### src/rtl/sleep_pkg.sv
package sleep_pkg;

   typedef enum logic [2:0] {
      S_RUN,
      S_HBUS,
      S_SGNT,
      S_HALT,
      S_SUSP,
      S_SHUT
   } sleep_st_e;

   localparam logic [1:0] PH_RUN  = 2'd0;
   localparam logic [1:0] PH_HALT = 2'd1;
   localparam logic [1:0] PH_SUSP = 2'd2;
   localparam logic [1:0] PH_SHUT = 2'd3;

   localparam int N_WAKE  = 3;
   localparam int BIT_SMI = 2;
   localparam int BIT_NMI = 1;
   localparam int BIT_INT = 0;

endpackage

### src/rtl/wake_arbiter.sv
module wake_arbiter #(
   parameter int N = 3
) (
   input  logic [N-1:0] req,
   output logic [N-1:0] gnt
);

   if (N < 1) begin : g_bad_n
      $error("wake_arbiter: N must be at least 1");
   end

   logic [N-1:0] above;

   assign above[N-1] = 1'b0;
   assign gnt[N-1]   = req[N-1];

   for (genvar i = N - 2; i >= 0; i--) begin : g_pri
      assign above[i] = above[i+1] | req[i+1];
      assign gnt[i]   = req[i] & ~above[i];
   end

   // at most one wake source is granted
   always_comb begin
      a_r4_grant_onehot0 : assert ($onehot0(gnt) || $isunknown(req));
   end

endmodule

### src/rtl/nmi_gate.sv
module nmi_gate #(
   parameter int              LIM_W   = 16,
   parameter logic [LIM_W-1:0] IDT_MIN = 'h000F,
   parameter logic [LIM_W-1:0] SP_MIN  = 'h0005
) (
   input  logic [LIM_W-1:0] idt_limit,
   input  logic [LIM_W-1:0] sp,
   output logic             frame_ok
);

   if (LIM_W < 4) begin : g_bad_w
      $error("nmi_gate: LIM_W too small for the frame bounds");
   end

   assign frame_ok = (idt_limit >= IDT_MIN) && (sp > SP_MIN);

endmodule

### src/rtl/core_sleep_ctrl.sv
module core_sleep_ctrl
   import sleep_pkg::*;
#(
   parameter int              ADDR_W       = 32,
   parameter int              HALT_LEN     = 1,
   parameter int              LIM_W        = 16,
   parameter logic [LIM_W-1:0] IDT_MIN      = 'h000F,
   parameter logic [LIM_W-1:0] SP_MIN       = 'h0005,
   parameter bit              SUSPEND_CAPS = 1'b1
) (
   input  logic              clk,
   input  logic              rst,
   input  logic              halt_i,
   input  logic [ADDR_W-1:0] halt_pc_i,
   input  logic              triple_fault_i,
   input  logic              smi_i,
   input  logic              nmi_i,
   input  logic              intr_i,
   input  logic              if_flag_i,
   input  logic              susp_en_i,
   input  logic [LIM_W-1:0]  idt_limit_i,
   input  logic [LIM_W-1:0]  sp_i,
   output logic              halt_cyc_o,
   output logic              stop_grant_o,
   output logic              suspend_o,
   output logic              resume_o,
   output logic [2:0]        wake_cause_o,
   output logic [ADDR_W-1:0] resume_pc_o,
   output logic [1:0]        run_state_o
);

   localparam logic [ADDR_W-1:0] STEP = ADDR_W'(HALT_LEN);

   if (HALT_LEN < 1) begin : g_bad_len
      $error("core_sleep_ctrl: HALT_LEN must be positive");
   end
   if (ADDR_W < 8) begin : g_bad_addr
      $error("core_sleep_ctrl: ADDR_W must be at least 8");
   end

   sleep_st_e            st_q, st_n;
   logic                 rsm_q, rsm_n;
   logic [N_WAKE-1:0]    cause_q, cause_n;
   logic [ADDR_W-1:0]    pc_q;
   logic [N_WAKE-1:0]    wake_req, wake_gnt;
   logic                 frame_ok;
   logic                 go_susp;

   assign wake_req[BIT_SMI] = smi_i;
   assign wake_req[BIT_NMI] = nmi_i;
   assign wake_req[BIT_INT] = intr_i & if_flag_i;

   wake_arbiter #(.N(N_WAKE)) u_arb (
      .req (wake_req),
      .gnt (wake_gnt)
   );

   nmi_gate #(.LIM_W(LIM_W), .IDT_MIN(IDT_MIN), .SP_MIN(SP_MIN)) u_gate (
      .idt_limit (idt_limit_i),
      .sp        (sp_i),
      .frame_ok  (frame_ok)
   );

   if (SUSPEND_CAPS) begin : g_susp
      assign go_susp = susp_en_i;
   end else begin : g_nosusp
      logic unused_susp;
      assign unused_susp = susp_en_i;
      assign go_susp     = 1'b0;
   end

   always_comb begin
      st_n    = st_q;
      rsm_n   = 1'b0;
      cause_n = '0;
      if (triple_fault_i) begin
         st_n = S_SHUT;
      end else begin
         unique case (st_q)
            S_RUN:  if (halt_i) st_n = S_HBUS;
            S_HBUS: st_n = S_SGNT;
            S_SGNT: st_n = go_susp ? S_SUSP : S_HALT;
            S_HALT, S_SUSP: begin
               if (|wake_gnt) begin
                  st_n    = S_RUN;
                  rsm_n   = 1'b1;
                  cause_n = wake_gnt;
               end
            end
            S_SHUT: begin
               if (nmi_i && frame_ok) begin
                  st_n             = S_RUN;
                  rsm_n            = 1'b1;
                  cause_n[BIT_NMI] = 1'b1;
               end
            end
            default: st_n = S_RUN;
         endcase
      end
   end

   always_ff @(posedge clk) begin
      if (rst) begin
         st_q    <= S_RUN;
         rsm_q   <= 1'b0;
         cause_q <= '0;
         pc_q    <= '0;
      end else begin
         st_q    <= st_n;
         rsm_q   <= rsm_n;
         cause_q <= cause_n;
         if (st_q == S_RUN && halt_i && !triple_fault_i) begin
            pc_q <= halt_pc_i + STEP;
         end
      end
   end

   always_comb begin
      unique case (st_q)
         S_RUN:                  run_state_o = PH_RUN;
         S_HBUS, S_SGNT, S_HALT: run_state_o = PH_HALT;
         S_SUSP:                 run_state_o = PH_SUSP;
         default:                run_state_o = PH_SHUT;
      endcase
   end

   assign halt_cyc_o   = (st_q == S_HBUS);
   assign stop_grant_o = (st_q == S_SGNT);
   assign suspend_o    = (st_q == S_SUSP);
   assign resume_o     = rsm_q;
   assign wake_cause_o = cause_q;
   assign resume_pc_o  = pc_q;

   // a halt accepted while running raises the halt strobe next cycle
   a_r2_halt_entry : assert property (@(posedge clk) disable iff (rst)
      (run_state_o == PH_RUN && halt_i && !triple_fault_i) |=> halt_cyc_o);

   // halt strobe is single and is followed by stop-grant
   a_r2_halt_then_grant : assert property (@(posedge clk) disable iff (rst)
      (halt_cyc_o && !triple_fault_i) |=> (stop_grant_o && !halt_cyc_o));

   // suspend begins only right after a stop-grant cycle
   a_r3_susp_after_grant : assert property (@(posedge clk) disable iff (rst)
      $rose(suspend_o) |-> $past(stop_grant_o));

   // a resume carries exactly one cause
   a_r4_cause_onehot : assert property (@(posedge clk) disable iff (rst)
      resume_o |-> ($countones(wake_cause_o) == 1));

   // no cause without a resume
   a_r4_cause_quiet : assert property (@(posedge clk) disable iff (rst)
      !resume_o |-> (wake_cause_o == '0));

   // a triple fault lands in shutdown
   a_r7_fault_shutdown : assert property (@(posedge clk) disable iff (rst)
      triple_fault_i |=> (run_state_o == PH_SHUT));

   // without NMI nothing leaves shutdown
   a_r8_shut_hold : assert property (@(posedge clk) disable iff (rst)
      (run_state_o == PH_SHUT && !nmi_i) |=> (run_state_o == PH_SHUT && !resume_o));

endmodule

### config.mk
export PLATFORM = sky130hd
export DESIGN_NAME = core_sleep_ctrl
export DESIGN_NICKNAME = d
export VERILOG_FILES = /design/src/rtl/sleep_pkg.sv /design/src/rtl/wake_arbiter.sv /design/src/rtl/nmi_gate.sv /design/src/rtl/core_sleep_ctrl.sv
export SDC_FILE = /design/constraint.sdc
export NUM_CORES = 1
export LEC_CHECK = 0
export BUFFER_PORTS_ARGS = -buffer_cell sky130_fd_sc_hd__buf_2
export CORE_ASPECT_RATIO = 0.5
export CORE_MARGIN = 3
export CORE_UTILIZATION = 42
export CTS_BUF_LIST = sky130_fd_sc_hd__clkbuf_4
export DETAILED_ROUTE_END_ITERATION = 12
export GPL_TIMING_DRIVEN = 1
export PLACE_DENSITY = 0.81
export RECOVER_POWER = 50
export SETUP_SLACK_MARGIN = 0.05
export SLEW_MARGIN = 20
export SYNTH_ARGS = -nofsm -noshare
export SYNTH_HDL_FRONTEND = slang
export SYNTH_HIERARCHICAL = 1
export SYNTH_SLANG_ARGS = --single-unit
### constraint.sdc
create_clock -name clk -period 1.8 [get_ports clk]
set_input_delay 0.36 -clock clk [delete_from_list [all_inputs] [get_ports clk]]
set_output_delay 0.36 -clock clk [all_outputs]
set_load 0.02 [all_outputs]
==> metrics.md, run 1 <==
| Metric | Value |
|---|---|
| Area share of the largest cell type after synthesis | 0.355 |
| Reg clk slew, reported paths | ~120 ps |
| Avg Cell Area, Syn | 8.56 um^2 |
| Detailed Place HPWL | 4980 um |
| Clock tree buffer depth | 2 |
| Final setup margin | 134 ps |
| Synth area leader | dfxtp_1 |
| Global placer's final weighted congestion | 0.787 |
| Rows | 17 |
| Number of synthesized flops with an enable pin | 0 |
| Synth cell count leaders | dfxtp_1 (39), nor2_1 (38), a211oi_1 (21), xor2_1 (21), nand3_1 (16) |
| Power per Cell Area | 628 nW/um^2 |
| # diodes | 0 |
| Slew headroom | 0.683 |
| WP data required | 1440 ps |
| Placement Cell Area | 2890 um^2 |
| Worst-Margin Slew | roughly 480 ps |
| Post-CTS Hold Buffers | 0 |
| Levels on crit path | 3 |
| Cell area after layout | 2910 um^2 |
| Hold Crit Class | primary input to register |
| Synth Flop Type | dfxtp_1 |
| Seq/Total Area, Yosys | 0.355 |
| Crit path buf inv count | 2 |
| Final Util | 0.616 |
| CP top delay family | buffers and inverters |
| Final #Nets | 447 |
| Starting density of the core | 0.466 |
| Mapped Area | between 2000 and 2500 um^2 |
| Worst-path cell chain | buf_4 > or2_2 > buf_2 |
| R2R depth | 5 |
| Share of layout cells above drive strength 1 | 0.321 |
| Synth warn | 6 |
| Vias | 2330 |
| Core area | 4720 um^2 |
| Most frequent cell after synthesis | dfxtp_1 |
| Pre-CTS setup slack | -158 ps |
| Synth Register Bits | 39 |
| Clk sinks | 39 |
| Synth unique cells | 44 |
| Pins Over Slew Limit | 0 |
| CTS H-Tree Depth | 2 |
| Post-Syn Instances | between 200 and 300 |
| Worst skew pair latency | 340 ps |
| CTS buffer count | 5 |
| Initial DRC Count | 145 |
| R2R Setup Slk | roughly 280 ps |
| GRT Overall Usage | 0.194 |
| Detailed-route wire length per cell | 13.9 um |
| Crit-path max FO | 13 |
| Ports | 114 |
| Fin crit period | 1670 ps |
| Status | complete, no violations |
| Post-DRT Antenna Nets | 0 |
| Total gr overflow | 0 |
| Drt pass-1 iters | 4 |
| CP max stage delay | 330 ps |
| Residual DRC count | 0 |
| CTS root buf | clkbuf_4 |
| Clock Skew | 9.81 ps |
| Total Power | 1830 uW |
| Endpoint class of the critical path | output pin |
| Die ar. | 6200 um^2 |
| Fraction of registers with async set or reset after synthesis | 0 |
| Fin. Hold Viols | 0 |
| PortBufs | roughly 110 |
| Initial antenna violation count | 0 |
| Via density | 5.30 |
| Worst path slowest cell | dfxtp_1 |
| Largest net degree at the start of global routing | 29 |
| Fmax | 600 MHz |
| Die Y | approximately 57 um |
| DIE WIDTH | 108 um |
| Max-cap viol count | 0 |
| Maximum VDD drop | 0.000284 V |
| Global-route wire length before repair | 9850 um |
| Vias in the first global route | 2355 |
| Setup TNS | 0 ps |
| Critical path class | register to output pin |
| Total wire length | 6100 um |
| CTS tree | built |
| Syn Nets | about 330 |
| WP data arrival | 1310 ps |
| RSZ-0062 raised after global routing | false |
| # setup viols final | 0 |
| Top cells by area, synth | dfxtp_1 (35%), xor2_1 (8.4%), a211oi_1 (7.2%) |
| Hold depth | 2 |
| Period utilization | 0.925 |
| Critical Path Source Type | register |
| Area growth from synthesis to layout | 32.2% |
| Leakage power | 0.00110 uW |
## through the flow
step | hold slack [ps] | std cells
2_1_floorplan | 439 | 257
3_3_place_gp | 444 | 432
3_5_place_dp | 454 | 432
4_1_cts | 233 | 440
5_1_grt | 234 | 440
6_report | 241 | 440
## cells by family after synthesis
logic type,after synthesis,synth area share
buffers and inverters,19,0.0381
adders and majority gates,1,0.00568
AOI/OAI and AO/OA,47,0.171
and+or+nand+nor,121,0.311
xor gates and xnor gates,30,0.119
DFF,39,0.355
## cells in the final DEF, fill, tap and decap left out, drive strengths merged, types with 2 or more instances in the layout
cell / instances
xor2: 21
nand2: 11
nand3: 16
clkinv: 4
a211oi: 29
nor3: 10
a22oi: 2
dfxtp: 39
inv: 2
nor4: 7
a21oi: 8
and3: 4
nand2b: 2
clkbuf: 41
o21ai: 3
and2: 5
and4: 4
buf: 88
nor2b: 3
nor2: 40
xnor2: 9
nand4: 14
## report_power, final
group | leakage [uW] | switching [uW] | internal (uW)
Combinational | 0.000751 | 274 | 181
Clock | 0.0000263 | 288 | 144
Sequential | 0.000319 | 28.3 | 912
Total | 0.00110 | 591 | 1240
## worst reg2reg max path, stage by stage (launching register included)
cell,delay (ps)
dfxtp_2,380
nor2_1,180
and3_2,370
buf_12,210
nor2_1,60
a211oi_1,230
## final timing paths
check	startpoint	end
worst max-delay path	st_q[0]	run_state_o[0]
worst min register to register	resume_pc_o[1]	resume_pc_o[1]
worst max register to register	st_q[2]	resume_pc_o[7]
worst min-delay path	halt_pc_i[0]	resume_pc_o[0]
## what timing repair did
action	in CTS	in global routing
pin swaps	0	0
endpoints found under the setup margin	1	2
resized for setup	1	3
setup buffers	0	0
## layer usage
metal | global-route usage | up-vias | routed length [um]
met5 | 0 | - | 0
met3 | 0.0407 | 2 | 354
met2 | 0.404 | 74 | 3350
met1 | 0.201 | 1089 | 2370
li1 | - | 1165 | -
met4 | 0.0342 | 0 | 20
## registers in the layout, summed over array words and instances (netlist names)
register	count
resume_o	1
resume_pc_o	32
st_q	3
wake_cause_o	3
## area by class of cell
| cell class | instances | area, um^2 |
|---|---|---|
| fillers | 440 | 1810 |
| multi-input cells | 199 | 1350 |
| flip-flops and latches | 39 | 783 |
| repair buffers | 124 | 631 |
| well taps | 66 | 82.6 |
| clock buffers | 5 | 37.5 |
| inverters | 4 | 16.3 |
| clock inverters | 3 | 15.0 |
Power figures use the tool's default switching activity.
==> inputs of run 2 (changes only) <==
--- a/config.mk
+++ b/config.mk
@@ -7,14 +7,13 @@
 export LEC_CHECK = 0
 export BUFFER_PORTS_ARGS = -buffer_cell sky130_fd_sc_hd__buf_2
 export CORE_ASPECT_RATIO = 0.5
-export CORE_MARGIN = 3
 export CORE_UTILIZATION = 42
 export CTS_BUF_LIST = sky130_fd_sc_hd__clkbuf_4
 export DETAILED_ROUTE_END_ITERATION = 12
 export GPL_TIMING_DRIVEN = 1
 export PLACE_DENSITY = 0.81
 export RECOVER_POWER = 50
-export SETUP_SLACK_MARGIN = 0.05
+export SETUP_SLACK_MARGIN = 0.3
 export SLEW_MARGIN = 20
 export SYNTH_ARGS = -nofsm -noshare
 export SYNTH_HDL_FRONTEND = slang
==> run 2 against run 1 <==
  * Combinational power rose by 17%
  * Wire length rose by 9.0%
  * Clock-buffer cell count rose by 2
  * Cell count rose by 2.7%
  * Critical path depth rose by 1
  * Utilization rose by 3.2 points
  * Sequential cell count did not move
  * Critical endpoint is now suspend_o
==> metrics.md, run 2 (synthesis gave the netlist of run 1 again) <==
| Metric | Value |
|---|---|
| Drt pass-1 iters | 4 (unchanged) |
| CTS root buf | clkbuf_4 (unchanged) |
| Global-route wire length before repair | 9430 um (was 9850 um) |
| Gate power share | 0.272 (was 0.249) |
| Fill cell count | 427 (was 440) |
| Fin. Hold Viols | 0 (unchanged) |
| # setup viols final | 0 (unchanged) |
| Rows | 18 (was 17) |
| Final setup margin | 150 ps (was 134 ps) |
| Ports | 114 (unchanged) |
| Max reg flops | 32 (unchanged) |
| Fin crit period | 1650 ps (was 1670 ps) |
| Clk network pwr share | 0.246 (was 0.236) |
| Worst Hold Path EP | resume_pc_o[0] (unchanged) |
| Hold path startpoint | halt_pc_i[0] (unchanged) |
| Maximum VDD drop | 0.000248 V (was 0.000284 V) |
| Clock tree buffer depth | 2 (unchanged) |
| Reg-to-Reg Start | st_q[2] (unchanged) |
| Placed insts | 432 (unchanged) |
| WHS | 246 ps (was 241 ps) |
| Post-DRT Antenna Nets | 0 (unchanged) |
| Leakage power | 0.00118 uW (was 0.00110 uW) |
| Hold depth | 2 (unchanged) |
| Worst-Margin Slew | 508 ps (was 476 ps) |
| Pins Over Slew Limit | 0 (unchanged) |
| Switching pwr | 634 uW (was 591 uW) |
| R2R Setup Slk | 360 ps (was 280 ps) |
| Total wire length | 6640 um (was 6100 um) |
| Core area | 4980 um^2 (was 4720 um^2) |
| Worst path slowest cell | dfxtp_1 (unchanged) |
| # diodes | 0 (unchanged) |
| Most common cell after layout, fill and taps aside | buf_2 (unchanged) |
| Slew headroom | 0.658 (was 0.683) |
| Initial antenna violation count | 0 (unchanged) |
| Total gr overflow | 0 (unchanged) |
| Setup TNS | 0 ps (unchanged) |
| Endpoint class of the critical path | output pin (unchanged) |
| Clk sinks | 39 (unchanged) |
| Die Y | 53.2 um (was 57.2 um) |
| Starting density of the core | 0.442 (was 0.466) |
| CTS H-Tree Depth | 2 (unchanged) |
| PortBufs | 112 (unchanged) |
| Worst-path cell chain | buf_12 > nand2b_4 > nor2_4 > buf_6 (was buf_4 > or2_2 > buf_2) |
| CTS buffer count | 5 (unchanged) |
| Worst skew pair latency | 350 ps (was 340 ps) |
| Detailed Place HPWL | 4560 um (was 4980 um) |
| Largest net degree at the start of global routing | 61 (was 29) |
| CTS tree | built (unchanged) |
| Area growth from synthesis to layout | 46.6% (was 32.2%) |
| Cell area after layout | 3230 um^2 (was 2910 um^2) |
| Power per Cell Area | 606 nW/um^2 (was 628 nW/um^2) |
| Finished Layout Cells | 452 (was 440) |
| Fmax | 606 MHz (was 600 MHz) |
| Internal | 1320 uW (was 1240 uW) |
| Residual DRC count | 0 (unchanged) |
| Detailed-route wire length per cell | 14.7 um (was 13.9 um) |
| Vias in the first global route | 2190 (was 2355) |
| WP data required | 1440 ps (about the same) |
| Crit-path max FO | 4 (was 13) |
| Critical Path Source Type | register (unchanged) |
| Max-cap viol count | 0 (unchanged) |
| Die ar. | 5550 um^2 (was 6200 um^2) |
| Status | complete, no violations (unchanged) |
| Via density | 5.36 (was 5.30) |
| Placement Cell Area | 2950 um^2 (was 2890 um^2) |
| CP max stage delay | 510 ps (was 330 ps) |
| Critical path class | register to output pin (unchanged) |
| Net Sw Frac | 0.324 (was 0.323) |
| Clock Skew | 10.6 ps (was 9.81 ps) |
| Sequential Power Share | 0.482 (was 0.515) |
| Global placer's final weighted congestion | 0.892 (was 0.787) |
| Hold Crit Class | primary input to register (unchanged) |
| DIE WIDTH | 104 um (was 108 um) |
| Pre-CTS setup slack | -123 ps (was -158 ps) |
| Reg-to-Reg End | wake_cause_o[2] (was resume_pc_o[7]) |
| Share of layout cells above drive strength 1 | 0.390 (was 0.321) |
| Initial DRC Count | 162 (was 145) |
| GRT Overall Usage | 0.217 (was 0.194) |
| Reg clk slew, reported paths | 120 ps (about the same) |
| R2R depth | 8 (was 5) |
| WP data arrival | 1290 ps (was 1310 ps) |
| RSZ-0062 raised after global routing | true (was false) |
| Period utilization | 0.917 (was 0.925) |
| Most frequent cells in the layout | buf_2 (71), dfxtp_1 (37), clkbuf_1 (36), nor2_1 (35), xor2_1 (21) (was buf_2 (76), nor2_1 (37), dfxtp_1 (37), clkbuf_1 (36)) |
| Final #Nets | 455 (was 447) |
| Vias | 2423 (was 2330) |
run 2: changes by cell type in the layout (fill, tap and decap cells not counted), sizes merged:
cell / before / now
buf: 88 / 94
clkbuf: 41 / 45
clkinvlp: 1 / 0
clkinv: 4 / 3
run 2: final cells by class:
cell class	instances	area (um^2)	share of cell area
Clock inverter	1	5.00	0.00155
Clock buffer	7	52.6	0.0163
Timing Repair Buffer	132	782	0.242
Inverter	4	17.5	0.00543
Tap cell	70	87.6	0.0271
Multi-Input combinational cell	199	1490	0.463
Sequential cell	39	788	0.244
run 2: what timing repair did:
action / CTS / global route
pin swaps: 2 / 6
gates cloned: 0 / 2
hold buffers: 0 / 0
resized for setup: 23 / 13
endpoints found under the setup margin: 6 / 37
setup buffers: 5 / 5
run 2: how the worst max path moves through the flow:
stage                     cells after the start     start   endpoint
final                                         4   st_q[2]  suspend_o
after global routing                          4   st_q[2]  suspend_o
after CTS                                     4   st_q[2]  suspend_o
after detailed placement                      8  sp_i[12]   resume_o
after global placement                        8  sp_i[12]   resume_o
after floorplan                               7  sp_i[12]   resume_o
run 2: worst max-delay path, delay by kind of cell, from the launching register on:
kind	cells	cell delay, ps
DFF	1	510
buffers and inverters	2	270
and+or+nand+nor	2	160
run 2: power by group through the flow:
stage               clock (uW)  combinational [uW]  sequential (uW)
global route               526                 570              947
floorplan                    0                 198             1010
CTS                        487                 500              938
detailed placement           0                 455              962
finish                     481                 532              941
global placement             0                 441              960
run 2: stage by stage:
step                utilization  total power (uW)
finish                    0.648              1950
global route              0.648              2040
CTS                       0.633              1920
detailed placement        0.593              1420
global placement          0.593              1400
floorplan                     -              1210
run 2: routing by layer:
layer | part of all wire | track usage | wire (um)
met4 | 0.017 | 0.0738 | 116
met5 | 0 | 0 | 0
met1 | 0.38 | 0.218 | 2540
met3 | 0.056 | 0.0431 | 372
met2 | 0.54 | 0.462 | 3610
